$ cat src/rtl/dma_ch_pkg.sv
package dma_ch_pkg;

  localparam int unsigned DATA_W = 32;
  localparam int unsigned MODE_W = 3;
  localparam int unsigned WAIT_W = 4;

  // Control word field positions
  localparam int unsigned CB_EN      = 31;
  localparam int unsigned CB_IRQ     = 30;
  localparam int unsigned CB_MODE_LO = 27;
  localparam int unsigned CB_WIDE    = 26;
  localparam int unsigned CB_RPT     = 25;
  localparam int unsigned CB_SRC_LO  = 23;
  localparam int unsigned CB_DST_LO  = 21;

  localparam logic [1:0] SEL_SRC  = 2'd0;
  localparam logic [1:0] SEL_DST  = 2'd1;
  localparam logic [1:0] SEL_CTRL = 2'd2;

  localparam logic [1:0] STEP_DOWN  = 2'b01;
  localparam logic [1:0] STEP_HOLD  = 2'b10;
  localparam logic [1:0] STEP_RELD  = 2'b11;

  localparam logic [WAIT_W-1:0] FINISH_CYCLES = 4'd2;

  typedef enum logic [2:0] {
    ST_IDLE,
    ST_RWAIT,
    ST_RD,
    ST_WWAIT,
    ST_WR,
    ST_TAIL
  } seq_state_t;

  // Wait cycles before a request, per 16 MB region and unit size
  function automatic logic [WAIT_W-1:0] region_wait(input logic [3:0] region,
                                                    input logic       wide);
    case (region)
      4'h2, 4'h5, 4'h6: region_wait = wide ? 4'd2 : 4'd1;
      4'h8, 4'h9:       region_wait = wide ? 4'd12 : 4'd6;
      4'hA:             region_wait = 4'd10;
      default:          region_wait = 4'd1;
    endcase
  endfunction

endpackage

$ cat src/rtl/dma_ch_regs.sv
module dma_ch_regs
  import dma_ch_pkg::*;
#(
  parameter int unsigned ADDR_W = 32
) (
  input  logic              clk,
  input  logic              rst_n,
  input  logic              cfg_we,
  input  logic [1:0]        cfg_sel,
  input  logic [31:0]       cfg_wdata,
  input  logic              done_clr,
  output logic [ADDR_W-1:0] src_q,
  output logic [ADDR_W-1:0] dst_q,
  output logic [31:0]       ctrl_q,
  output logic              arm_q
);

  logic        src_we;
  logic        dst_we;
  logic        ctrl_we;
  logic        ctrl_en;
  logic [31:0] ctrl_d;
  logic        arm_d;

  always_comb begin
    src_we  = cfg_we && (cfg_sel == SEL_SRC);
    dst_we  = cfg_we && (cfg_sel == SEL_DST);
    ctrl_we = cfg_we && (cfg_sel == SEL_CTRL);
    ctrl_d  = ctrl_q;
    if (done_clr) ctrl_d[CB_EN] = 1'b0;
    if (ctrl_we)  ctrl_d = cfg_wdata;
    ctrl_en = ctrl_we || done_clr;
    arm_d   = ctrl_we && cfg_wdata[CB_EN] && !ctrl_q[CB_EN];
  end

  always_ff @(posedge clk or negedge rst_n) begin
    if (!rst_n) begin
      src_q  <= '0;
      dst_q  <= '0;
      ctrl_q <= '0;
      arm_q  <= 1'b0;
    end else begin
      if (src_we)  src_q  <= cfg_wdata[ADDR_W-1:0];
      if (dst_we)  dst_q  <= cfg_wdata[ADDR_W-1:0];
      if (ctrl_en) ctrl_q <= ctrl_d;
      arm_q <= arm_d;
    end
  end


  arm_on_rise_chk: assert property (@(posedge clk) disable iff (!rst_n)
    arm_q |-> (ctrl_q[CB_EN] && !$past(ctrl_q[CB_EN])));

endmodule

$ cat src/rtl/dma_ch_addr.sv
module dma_ch_addr #(
  parameter int unsigned ADDR_W = 32
) (
  input  logic              clk,
  input  logic              rst_n,
  input  logic              load,
  input  logic [ADDR_W-1:0] load_val,
  input  logic              step,
  input  logic [1:0]        mode,
  input  logic              wide,
  output logic [ADDR_W-1:0] addr_q
);

  localparam logic [ADDR_W-1:0] BYTES_WIDE   = ADDR_W'(4);
  localparam logic [ADDR_W-1:0] BYTES_NARROW = ADDR_W'(2);

  logic [ADDR_W-1:0] unit_bytes;
  logic [ADDR_W-1:0] stepped;
  logic [ADDR_W-1:0] addr_d;
  logic              addr_en;

  always_comb begin
    unit_bytes = wide ? BYTES_WIDE : BYTES_NARROW;
    case (mode)
      2'b01:   stepped = addr_q - unit_bytes;
      2'b10:   stepped = addr_q;
      default: stepped = addr_q + unit_bytes;
    endcase
    addr_d  = load ? load_val : stepped;
    addr_en = load || step;
  end

  always_ff @(posedge clk or negedge rst_n) begin
    if (!rst_n) addr_q <= '0;
    else if (addr_en) addr_q <= addr_d;
  end


  hold_mode_stable_chk: assert property (@(posedge clk) disable iff (!rst_n)
    (step && !load && mode == 2'b10) |=> $stable(addr_q));

endmodule

$ cat src/rtl/dma_ch_seq.sv
module dma_ch_seq
  import dma_ch_pkg::*;
#(
  parameter int unsigned       CNT_W     = 21,
  parameter int unsigned       BURST_MAX = 112,
  parameter logic [MODE_W-1:0] FIFO_MODE = 3'd7
) (
  input  logic              clk,
  input  logic              rst_n,
  input  logic              arm,
  input  logic              en,
  input  logic [MODE_W-1:0] trig_mode,
  input  logic [CNT_W-1:0]  cnt,
  input  logic              wide,
  input  logic              irq_en,
  input  logic              trig,
  input  logic [3:0]        src_region,
  input  logic [3:0]        dst_region,
  input  logic              mem_ack,
  input  logic [DATA_W-1:0] mem_rdata,
  output logic              start_p,
  output logic              unit_done,
  output logic              fin_p,
  output logic              mem_req,
  output logic              mem_wr,
  output logic [DATA_W-1:0] data_q,
  output logic              irq,
  output logic              halt
);

  localparam int unsigned      REM_W = CNT_W + 1;
  localparam logic [REM_W-1:0] FULL  = {1'b1, {CNT_W{1'b0}}};
  localparam logic [REM_W-1:0] CAP   = REM_W'(BURST_MAX);
  localparam logic [REM_W-1:0] ONE   = REM_W'(1);

  seq_state_t        st_q, st_d;
  logic [WAIT_W-1:0] wt_q, wt_d, wt_inc;
  logic [REM_W-1:0]  rem_q, rem_d;
  logic [REM_W-1:0]  bur_q, bur_d;
  logic [REM_W-1:0]  pass_len, burst_len;
  logic              inprog_q, inprog_d;
  logic              go_q, go_d;
  logic [DATA_W-1:0] data_d;
  logic              irq_d;
  logic [WAIT_W-1:0] src_ws, dst_ws;

  always_comb begin
    src_ws    = region_wait(src_region, wide);
    dst_ws    = region_wait(dst_region, wide);
    wt_inc    = wt_q + WAIT_W'(1);
    pass_len  = inprog_q ? rem_q : ((cnt == '0) ? FULL : {1'b0, cnt});
    burst_len = ((trig_mode == FIFO_MODE) && (pass_len > CAP)) ? CAP : pass_len;
    start_p   = (st_q == ST_IDLE) && en && !arm &&
                (go_q || ((trig_mode != '0) && trig));
  end

  always_comb begin
    st_d      = st_q;
    wt_d      = wt_q;
    rem_d     = rem_q;
    bur_d     = bur_q;
    inprog_d  = inprog_q;
    go_d      = go_q;
    data_d    = data_q;
    unit_done = 1'b0;
    fin_p     = 1'b0;
    if (arm) begin
      go_d     = (trig_mode == '0);
      inprog_d = 1'b0;
    end
    case (st_q)
      ST_IDLE: begin
        if (start_p) begin
          st_d     = ST_RWAIT;
          wt_d     = '0;
          rem_d    = pass_len;
          bur_d    = burst_len;
          inprog_d = 1'b1;
          go_d     = 1'b0;
        end
      end
      ST_RWAIT: begin
        if (wt_inc >= src_ws) st_d = ST_RD;
        else wt_d = wt_inc;
      end
      ST_RD: begin
        if (mem_ack) begin
          data_d = mem_rdata;
          wt_d   = '0;
          st_d   = ST_WWAIT;
        end
      end
      ST_WWAIT: begin
        if (wt_inc >= dst_ws) st_d = ST_WR;
        else wt_d = wt_inc;
      end
      ST_WR: begin
        if (mem_ack) begin
          unit_done = 1'b1;
          rem_d     = rem_q - ONE;
          bur_d     = bur_q - ONE;
          wt_d      = '0;
          if (bur_q == ONE) st_d = (rem_q == ONE) ? ST_TAIL : ST_IDLE;
          else st_d = ST_RWAIT;
        end
      end
      ST_TAIL: begin
        if (wt_inc >= FINISH_CYCLES) begin
          st_d     = ST_IDLE;
          fin_p    = 1'b1;
          inprog_d = 1'b0;
        end else begin
          wt_d = wt_inc;
        end
      end
      default: st_d = ST_IDLE;
    endcase
    irq_d = fin_p && irq_en;
  end

  always_ff @(posedge clk or negedge rst_n) begin
    if (!rst_n) begin
      st_q     <= ST_IDLE;
      wt_q     <= '0;
      rem_q    <= '0;
      bur_q    <= '0;
      inprog_q <= 1'b0;
      go_q     <= 1'b0;
      data_q   <= '0;
      irq      <= 1'b0;
    end else begin
      st_q     <= st_d;
      wt_q     <= wt_d;
      rem_q    <= rem_d;
      bur_q    <= bur_d;
      inprog_q <= inprog_d;
      go_q     <= go_d;
      data_q   <= data_d;
      irq      <= irq_d;
    end
  end

  always_comb begin
    mem_req = (st_q == ST_RD) || (st_q == ST_WR);
    mem_wr  = (st_q == ST_WR);
    halt    = (st_q != ST_IDLE);
  end


  req_inside_halt_chk: assert property (@(posedge clk) disable iff (!rst_n)
    mem_req |-> halt);


  irq_single_cycle_chk: assert property (@(posedge clk) disable iff (!rst_n)
    irq |=> !irq);


  burst_cap_chk: assert property (@(posedge clk) disable iff (!rst_n)
    (halt && trig_mode == FIFO_MODE) |-> (bur_q <= CAP));


  burst_within_rem_chk: assert property (@(posedge clk) disable iff (!rst_n)
    (halt && st_q != ST_TAIL) |-> (bur_q != '0 && bur_q <= rem_q));


  write_after_read_chk: assert property (@(posedge clk) disable iff (!rst_n)
    $rose(mem_wr) |-> ($past(st_q) == ST_WWAIT));

endmodule

$ cat src/rtl/dma_channel.sv
module dma_channel
  import dma_ch_pkg::*;
#(
  parameter int unsigned       ADDR_W    = 32,
  parameter int unsigned       CNT_W     = 21,
  parameter int unsigned       BURST_MAX = 112,
  parameter logic [MODE_W-1:0] FIFO_MODE = 3'd7
) (
  input  logic              clk,
  input  logic              rst_n,
  input  logic              cfg_we,
  input  logic [1:0]        cfg_sel,
  input  logic [31:0]       cfg_wdata,
  output logic [31:0]       ctrl_rd,
  input  logic              trig,
  output logic              mem_req,
  output logic              mem_wr,
  output logic              mem_wide,
  output logic [ADDR_W-1:0] mem_addr,
  output logic [31:0]       mem_wdata,
  input  logic [31:0]       mem_rdata,
  input  logic              mem_ack,
  output logic              cpu_halt,
  output logic              irq
);

  logic [ADDR_W-1:0] src_reg, dst_reg;
  logic [ADDR_W-1:0] cur_src, cur_dst;
  logic [31:0]       ctrl_q;
  logic              arm_q;
  logic              start_p, unit_done, fin_p;
  logic              dst_load;
  logic [1:0]        src_mode, dst_mode;

  assign src_mode = ctrl_q[CB_SRC_LO+1:CB_SRC_LO];
  assign dst_mode = ctrl_q[CB_DST_LO+1:CB_DST_LO];
  assign dst_load = arm_q || (start_p && dst_mode == STEP_RELD);

  dma_ch_regs #(.ADDR_W(ADDR_W)) u_regs (
    .clk       (clk),
    .rst_n     (rst_n),
    .cfg_we    (cfg_we),
    .cfg_sel   (cfg_sel),
    .cfg_wdata (cfg_wdata),
    .done_clr  (fin_p && !ctrl_q[CB_RPT]),
    .src_q     (src_reg),
    .dst_q     (dst_reg),
    .ctrl_q    (ctrl_q),
    .arm_q     (arm_q)
  );

  dma_ch_addr #(.ADDR_W(ADDR_W)) u_src (
    .clk      (clk),
    .rst_n    (rst_n),
    .load     (arm_q),
    .load_val (src_reg),
    .step     (unit_done),
    .mode     (src_mode),
    .wide     (ctrl_q[CB_WIDE]),
    .addr_q   (cur_src)
  );

  dma_ch_addr #(.ADDR_W(ADDR_W)) u_dst (
    .clk      (clk),
    .rst_n    (rst_n),
    .load     (dst_load),
    .load_val (dst_reg),
    .step     (unit_done),
    .mode     (dst_mode),
    .wide     (ctrl_q[CB_WIDE]),
    .addr_q   (cur_dst)
  );

  dma_ch_seq #(
    .CNT_W     (CNT_W),
    .BURST_MAX (BURST_MAX),
    .FIFO_MODE (FIFO_MODE)
  ) u_seq (
    .clk        (clk),
    .rst_n      (rst_n),
    .arm        (arm_q),
    .en         (ctrl_q[CB_EN]),
    .trig_mode  (ctrl_q[CB_MODE_LO+MODE_W-1:CB_MODE_LO]),
    .cnt        (ctrl_q[CNT_W-1:0]),
    .wide       (ctrl_q[CB_WIDE]),
    .irq_en     (ctrl_q[CB_IRQ]),
    .trig       (trig),
    .src_region (cur_src[27:24]),
    .dst_region (cur_dst[27:24]),
    .mem_ack    (mem_ack),
    .mem_rdata  (mem_rdata),
    .start_p    (start_p),
    .unit_done  (unit_done),
    .fin_p      (fin_p),
    .mem_req    (mem_req),
    .mem_wr     (mem_wr),
    .data_q     (mem_wdata),
    .irq        (irq),
    .halt       (cpu_halt)
  );

  assign mem_addr = mem_wr ? cur_dst : cur_src;
  assign mem_wide = ctrl_q[CB_WIDE];
  assign ctrl_rd  = ctrl_q;

endmodule

$ cat config.mk
export PLATFORM = sky130hd
export DESIGN_NAME = dma_channel
export DESIGN_NICKNAME = d
export VERILOG_FILES = /design/src/rtl/dma_ch_pkg.sv /design/src/rtl/dma_ch_regs.sv /design/src/rtl/dma_ch_addr.sv /design/src/rtl/dma_ch_seq.sv /design/src/rtl/dma_channel.sv
export SDC_FILE = /design/constraint.sdc
export NUM_CORES = 1
export LEC_CHECK = 0
export BUFFER_PORTS_ARGS = -buffer_cell sky130_fd_sc_hd__buf_2
export CORE_MARGIN = 4
export CORE_UTILIZATION = 50
export CTS_BUF_LIST = sky130_fd_sc_hd__clkbuf_2
export CTS_CLUSTER_DIAMETER = 100
export CTS_CLUSTER_SIZE = 40
export DETAILED_ROUTE_END_ITERATION = 10
export PLACE_DENSITY = 0.67
export SYNTH_ARGS = -nofsm -noshare
export SYNTH_HDL_FRONTEND = slang
export SYNTH_SLANG_ARGS = --single-unit
export TNS_END_PERCENT = 5
$ cat constraint.sdc
create_clock -name clk -period 6.9 [get_ports clk]
set_input_delay 1.38 -clock clk [delete_from_list [all_inputs] [get_ports clk]]
set_output_delay 1.38 -clock clk [all_outputs]
set_load 0.02 [all_outputs]
-- Word-level counts from Yosys, hierarchy flattened
Index checks and enable logic that the tools add are counted.
- shifts and indexed selects: 0
- bitwise logic cells: 0
- magnitude comparators: 4
- div/mod/pow operators: 0
- mux-type cells: 47
- $add $sub $neg: 7
- reduce and logical (&&, ||, !) cells: 44
- equality and inequality tests: 39
- $mul: 0
- operators by type and width (operator ; number):
    two-way mux 22 bit ; 7
    two-way mux 32 bit ; 4
    one-hot mux 32 bit (2 select lines) ; 2
    one-hot mux 22 bit (2 select lines) ; 2
    adder 32 bit ; 2
    subtractor 32 bit ; 2
    == test 22 x 1 -> 1 bit (second input constant) ; 2
    subtractor 22 x 1 -> 22 bit (second input constant) ; 2
    two-way mux 3 bit ; 9
    == test 4 bit (second input constant) ; 6
    two-way mux 4 bit ; 6
    one-hot mux 4 bit (3 select lines) ; 2
    > comparator 22 x 7 -> 1 bit (second input constant) ; 1
    zero test 21 bit ; 1
    one-hot mux 4 bit (5 select lines) ; 1
    one-hot mux 3 bit (6 select lines) ; 1
    == test 4 x 3 -> 1 bit (second input constant) ; 4
    logical AND 1 bit ; 13
    inequality test 2 x 1 -> 1 bit (second input constant) ; 6
    inequality test 2 bit (second input constant) ; 6
    AND reduction 6 bit ; 2
    two-way mux 1 bit ; 11
    AND reduction 2 bit ; 5
    == test 3 bit (second input constant) ; 3
    20 further kinds ; 41
- bits of input ports: 71
- memories: 0
- bits in registers: 247
- latch bits: 0
- word-level logic and storage cells: 156
- RAM bits: 0
- bits in read-only memories: 0
- output and inout bits: 101

-- Depth between registers and ports, before layout
- depth after elaboration: 8
- depth in mapped cells: 14
- depth with buffers taken out: 13

-- Cells and area by module
Synthesis repeated with hierarchy kept, for this count alone.
- cell total of the unflattened synthesis: 1576
- area total of the unflattened synthesis: 15501.1 um2
- by module, submodules not included (module ; area an instance (um2) ; instances ; cells each):
    dma_ch_addr ; 2996.6 ; 2 ; 376
    dma_ch_seq ; 5287.6 ; 1 ; 578
    dma_ch_regs ; 3653.5 ; 1 ; 207
    dma_channel ; 566.8 ; 1 ; 39

-- Worst setup path after synthesis
Ideal clock, no wire load.
- kind: flip-flop to output port
- start: register u_seq.st_q[1]
- end: output mem_addr[24]
- stages on the path, launching flop included: 10
- arrival time: 2.180 ns
- path slack: 3.340 ns
- required time: 5.520 ns
- path through: dfrtp_1 -> clkbuf_1 -> nor2_1 -> nand2_1 -> inv_1 -> clkbuf_1 -> clkbuf_1 -> buf_1 -> nand2_1 -> nand2_1
- longest elaborated chain between the ends: 2
- RTL lines (element ; line ; text):
    start, declared ; dma_ch_seq.sv:36 ; seq_state_t st_q, st_d;
    start signal, assigned ; dma_ch_seq.sv:132 ; st_q <= st_d;
    == test 3 bit ; dma_ch_seq.sv:145 ; mem_wr = (st_q == ST_WR);
    net mem_wr ; dma_channel.sv:17 ; output logic mem_wr,
    two-way mux 32 bit ; dma_channel.sv:102 ; assign mem_addr = mem_wr ? cur_dst : cur_src;
    end, declared ; dma_channel.sv:19 ; output logic [ADDR_W-1:0] mem_addr,
The timed path passes the listed nets, and every way through them passes these cells.

-- Final worst setup path
- start: register u_seq.st_q[2]
- end: output mem_addr[20]
- longest elaborated chain between the ends: 2
- RTL lines (element ; line):
    == test 3 bit ; dma_ch_seq.sv:145
    two-way mux 32 bit ; dma_channel.sv:102
Every way passes these cells.

==> impl_metrics.yaml <==
worst_setup_path:
  end_kind: "output port"
  max_stage_delay_ns: 0.95
  crit_family: "flip-flops"
  worst_setup_path_start_kind: "flip-flop"
  worstPathArrival_ns: 3.19
  path_cells: "nand2_2 > inv_2 > nand2_1 > nand2_1 > buf_2"
  r2r_slack_ns: 2.84
  reg2reg_to: "u_dst.addr_q[27]"
  cp-startpoint: "u_seq.st_q[2]"
  crit_type: "flip-flop to output port"
  crit_path_frequent_cell: "nand2_1"
  crit_buf_inv: 2
  crit_fanout: 36
  worstPathRequired_ns: 5.52
  r2r_cells: 14
  r2r_start: "u_regs.ctrl_q[22]"
  cp_slowest_cell: "dfrtp_1"
timing:
  skew_ns: 0.206
  relSlewSlack_pct: 29.7
  slew_viol_final: 0
  finalHoldViolCount: 0
  worst_pin_slew_ns: 1.05
  fin_tns_setup_ns: 0
  finalCritPeriodShare_pct: 66.2
  rsz0062_at_grt: "false"
  max_freq_mhz: 219
  finalSetupViolCount: 0
  finalCriticalPeriod_ns: 4.57
  fin_ws_ns: 2.33
clocking:
  clk_latency_ns: 1.04
  clock-root-buffer: "clkbuf_2"
  cts-resized-gates: 0
  clkTransAtPathRegs_ns: 0.68
  tritoncts: "done"
  htreeDepth: 1
  cts_buffers: 12
  clockBufferDepth: 3
  hold_buffers: 0
  cts_num_sinks: 247
  cts_setup_buffers: 0
grt:
  antenna_found_initial: 2
  grt_max_degree: 131
  grt_pass1_vias: 12600
  grt_overflow: 0
  grt_pass1_wl_um: 71500
  grt_use_total_pct: 26.7
floorplan:
  core-area_sq_um: 29800
  ios: 172
  num_rows: 63
  die_y_um: 182
  die_w_um: 182
  die_area_sq_um: 33200
  start_util_pct: 51.0
placement:
  io_buffers: 171
  place_hpwl_um: 33300
  dpl_worst_slack_ns: 2.97
  routabilityCongestion: 0.930
synth:
  yosysWarnings: 0
  syn_nets: 1818
  syn_area_per_cell_sq_um: 9.09
  synthCells: 1671
  synth_cell_types: 71
  synth_area_sq_um: 15200
  ys_seq_area_share_pct: 40.7
  synth_top_flop_cell: "dfrtp_1"
  async_flop_share_pct: 100
  synth_edf_count: 0
  ys_ff_latch: 247
power_and_ir_drop:
  switching_share_pct: 47.3
  switching_power_mw: 3.28
  ir_drop_v: 0.000270
  p_leak_nw: 7.55
  seq_power_share_pct: 36.4
  p_int_mw: 3.65
  clockPowerShare_pct: 9.5
  pwr-share-comb_pct: 54.1
  powerDensity_nw_per_um2: 419
drt:
  first_pass_iters: 5
  viasPerCell: 6.10
  wl_met3_um: 2930
  top_layer: "met4"
  dr_total_vias: 13300
  drtAntennaViolNets: 0
  met2_length_um: 21400
  met1Wirelength_um: 19900
  drt-total-wl_um: 45200
  drtIter0Drc: 1249
  drcViolationCount: 0
  avgRoutedWirePerCell_um: 20.7
hold_path:
  min_path_type: "input pin to async pin"
finish:
  drive_gt1_share_pct: 20.2
  syn_to_final_growth_pct: 8.99
  final_cell_mix: "dfrtp_1 (246), nand2_1 (233), buf_2 (170)"
  final_common_cell: "dfrtp_1"
  final_nets: 1929
flow_run:
  drv_cap: 0
run_status:
  status: "finished clean"
## power groups by stage
| stage | registers, mW | clock network (mW) | logic, mW |
|---|---|---|---|
| 2_1_floorplan | 2.48 | 0 | 2.68 |
| 3_3_place_gp | 2.52 | 0 | 3.67 |
| 3_5_place_dp | 2.54 | 0 | 3.72 |
| 4_1_cts | 2.51 | 0.673 | 3.74 |
| 5_1_grt | 2.60 | 0.730 | 4.17 |
| 6_report | 2.52 | 0.657 | 3.75 |
## area by class of cell
cell class	count	area, sq um
clock buffer	13	65.1
inverter	38	143
antenna	1	2.50
fill	2734	13200
timing repair buffer	187	998
clock inverter	7	126
multi-input combinational	1296	8560
tap	390	488
sequential	247	6180
## state kept, by name, summed over array words and instances (netlist names)
register,flops
u_dst.addr_q,32
u_regs.arm_q,1
u_regs.ctrl_q,32
u_regs.dst_q,32
u_regs.src_q,32
u_seq.bur_q,22
u_seq.data_q,32
u_seq.go_q,1
u_seq.inprog_q,1
u_seq.irq,1
u_seq.rem_q,22
u_seq.st_q,3
u_seq.wt_q,4
u_src.addr_q,32
## cells in the mapped netlist, types with 8 or more instances
cell type | n | share of area, %
a31oi_1 | 17 | 0.70
o21ai_0 | 147 | 4.8
o31ai_1 | 8 | 0.40
clkbuf_1 | 69 | 1.7
inv_1 | 38 | 0.94
nor3_1 | 42 | 1.4
o211ai_1 | 11 | 0.54
ha_1 | 76 | 6.3
a21o_1 | 29 | 1.4
nand2_1 | 234 | 5.8
a211oi_1 | 11 | 0.54
buf_2 | 11 | 0.36
xor2_1 | 17 | 0.98
mux2i_1 | 32 | 2.1
nand2b_1 | 21 | 0.86
a22o_1 | 8 | 0.46
nor2b_1 | 12 | 0.49
mux2_2 | 131 | 9.7
dfrtp_1 | 247 | 41
and3_1 | 17 | 0.70
nor4_1 | 18 | 0.74
xnor2_1 | 31 | 1.8
nor2_1 | 102 | 2.5
nand3_1 | 39 | 1.3
nand4_1 | 8 | 0.33
o21a_1 | 10 | 0.49
o21ai_1 | 12 | 0.40
or3_1 | 22 | 0.91
a21oi_1 | 134 | 4.4
## per-stage QoR
step	util (%)	cells	hold slack, ns	total power [mW]	area, sq um
3_5_place_dp	54.9	2158	0.463	6.26	16400
2_1_floorplan	-	1671	0.439	5.16	15200
3_3_place_gp	54.9	2158	0.453	6.19	16400
5_1_grt	55.6	2179	0.341	7.50	16600
6_report	55.6	2179	0.372	6.93	16600
4_1_cts	55.6	2178	0.354	6.93	16600
## worst reg2reg max path, cell delays in order (launching register included)
cell and delay (ns):
dfrtp_1 0.56, inv_1 0.15, nand2_1 0.23, inv_1 0.40, buf_4 0.33, ha_1 0.35, a21o_1 0.19, a211oi_1 0.40
nor3_1 0.12, o21ai_0 0.28, a41oi_1 0.25, o21ai_0 0.26, and3_1 0.18, o31ai_1 0.07, mux2_2 0.28
## metal layers
layer	GRT usage [%]	vias up
li1	-	6265
met1	38.7	6531
met2	43.5	446
met3	3.03	56
met4	5.55	0
met5	0	-
## worst max path at each step
stage                             to  slack (ns)  cells past startpoint
global placement    u_dst.addr_q[27]        3.05                     14
CTS                     mem_addr[20]        2.24                      6
finish                  mem_addr[20]        2.33                      5
detailed placement  u_dst.addr_q[27]        2.97                     14
floorplan               mem_addr[24]        3.34                      9
global route            mem_addr[20]        2.03                      6
## cells by family (layout without fill, tap and decap cells)
| family | after synthesis | in the layout | synth area share (%) |
|---|---|---|---|
| AO/OA/AOI/OAI | 462 | 462 | 18.6 |
| XOR/XNOR | 48 | 48 | 2.77 |
| adder cells (fa/ha/maj) | 76 | 76 | 6.26 |
| buffers and inverters | 128 | 245 | 3.33 |
| flip-flops | 247 | 247 | 40.7 |
| multiplexers | 163 | 163 | 11.8 |
| other | 0 | 1 | 0 |
| AND/OR/NAND/NOR | 547 | 547 | 16.6 |
Note: power is estimated with default switching activity, not from simulation.
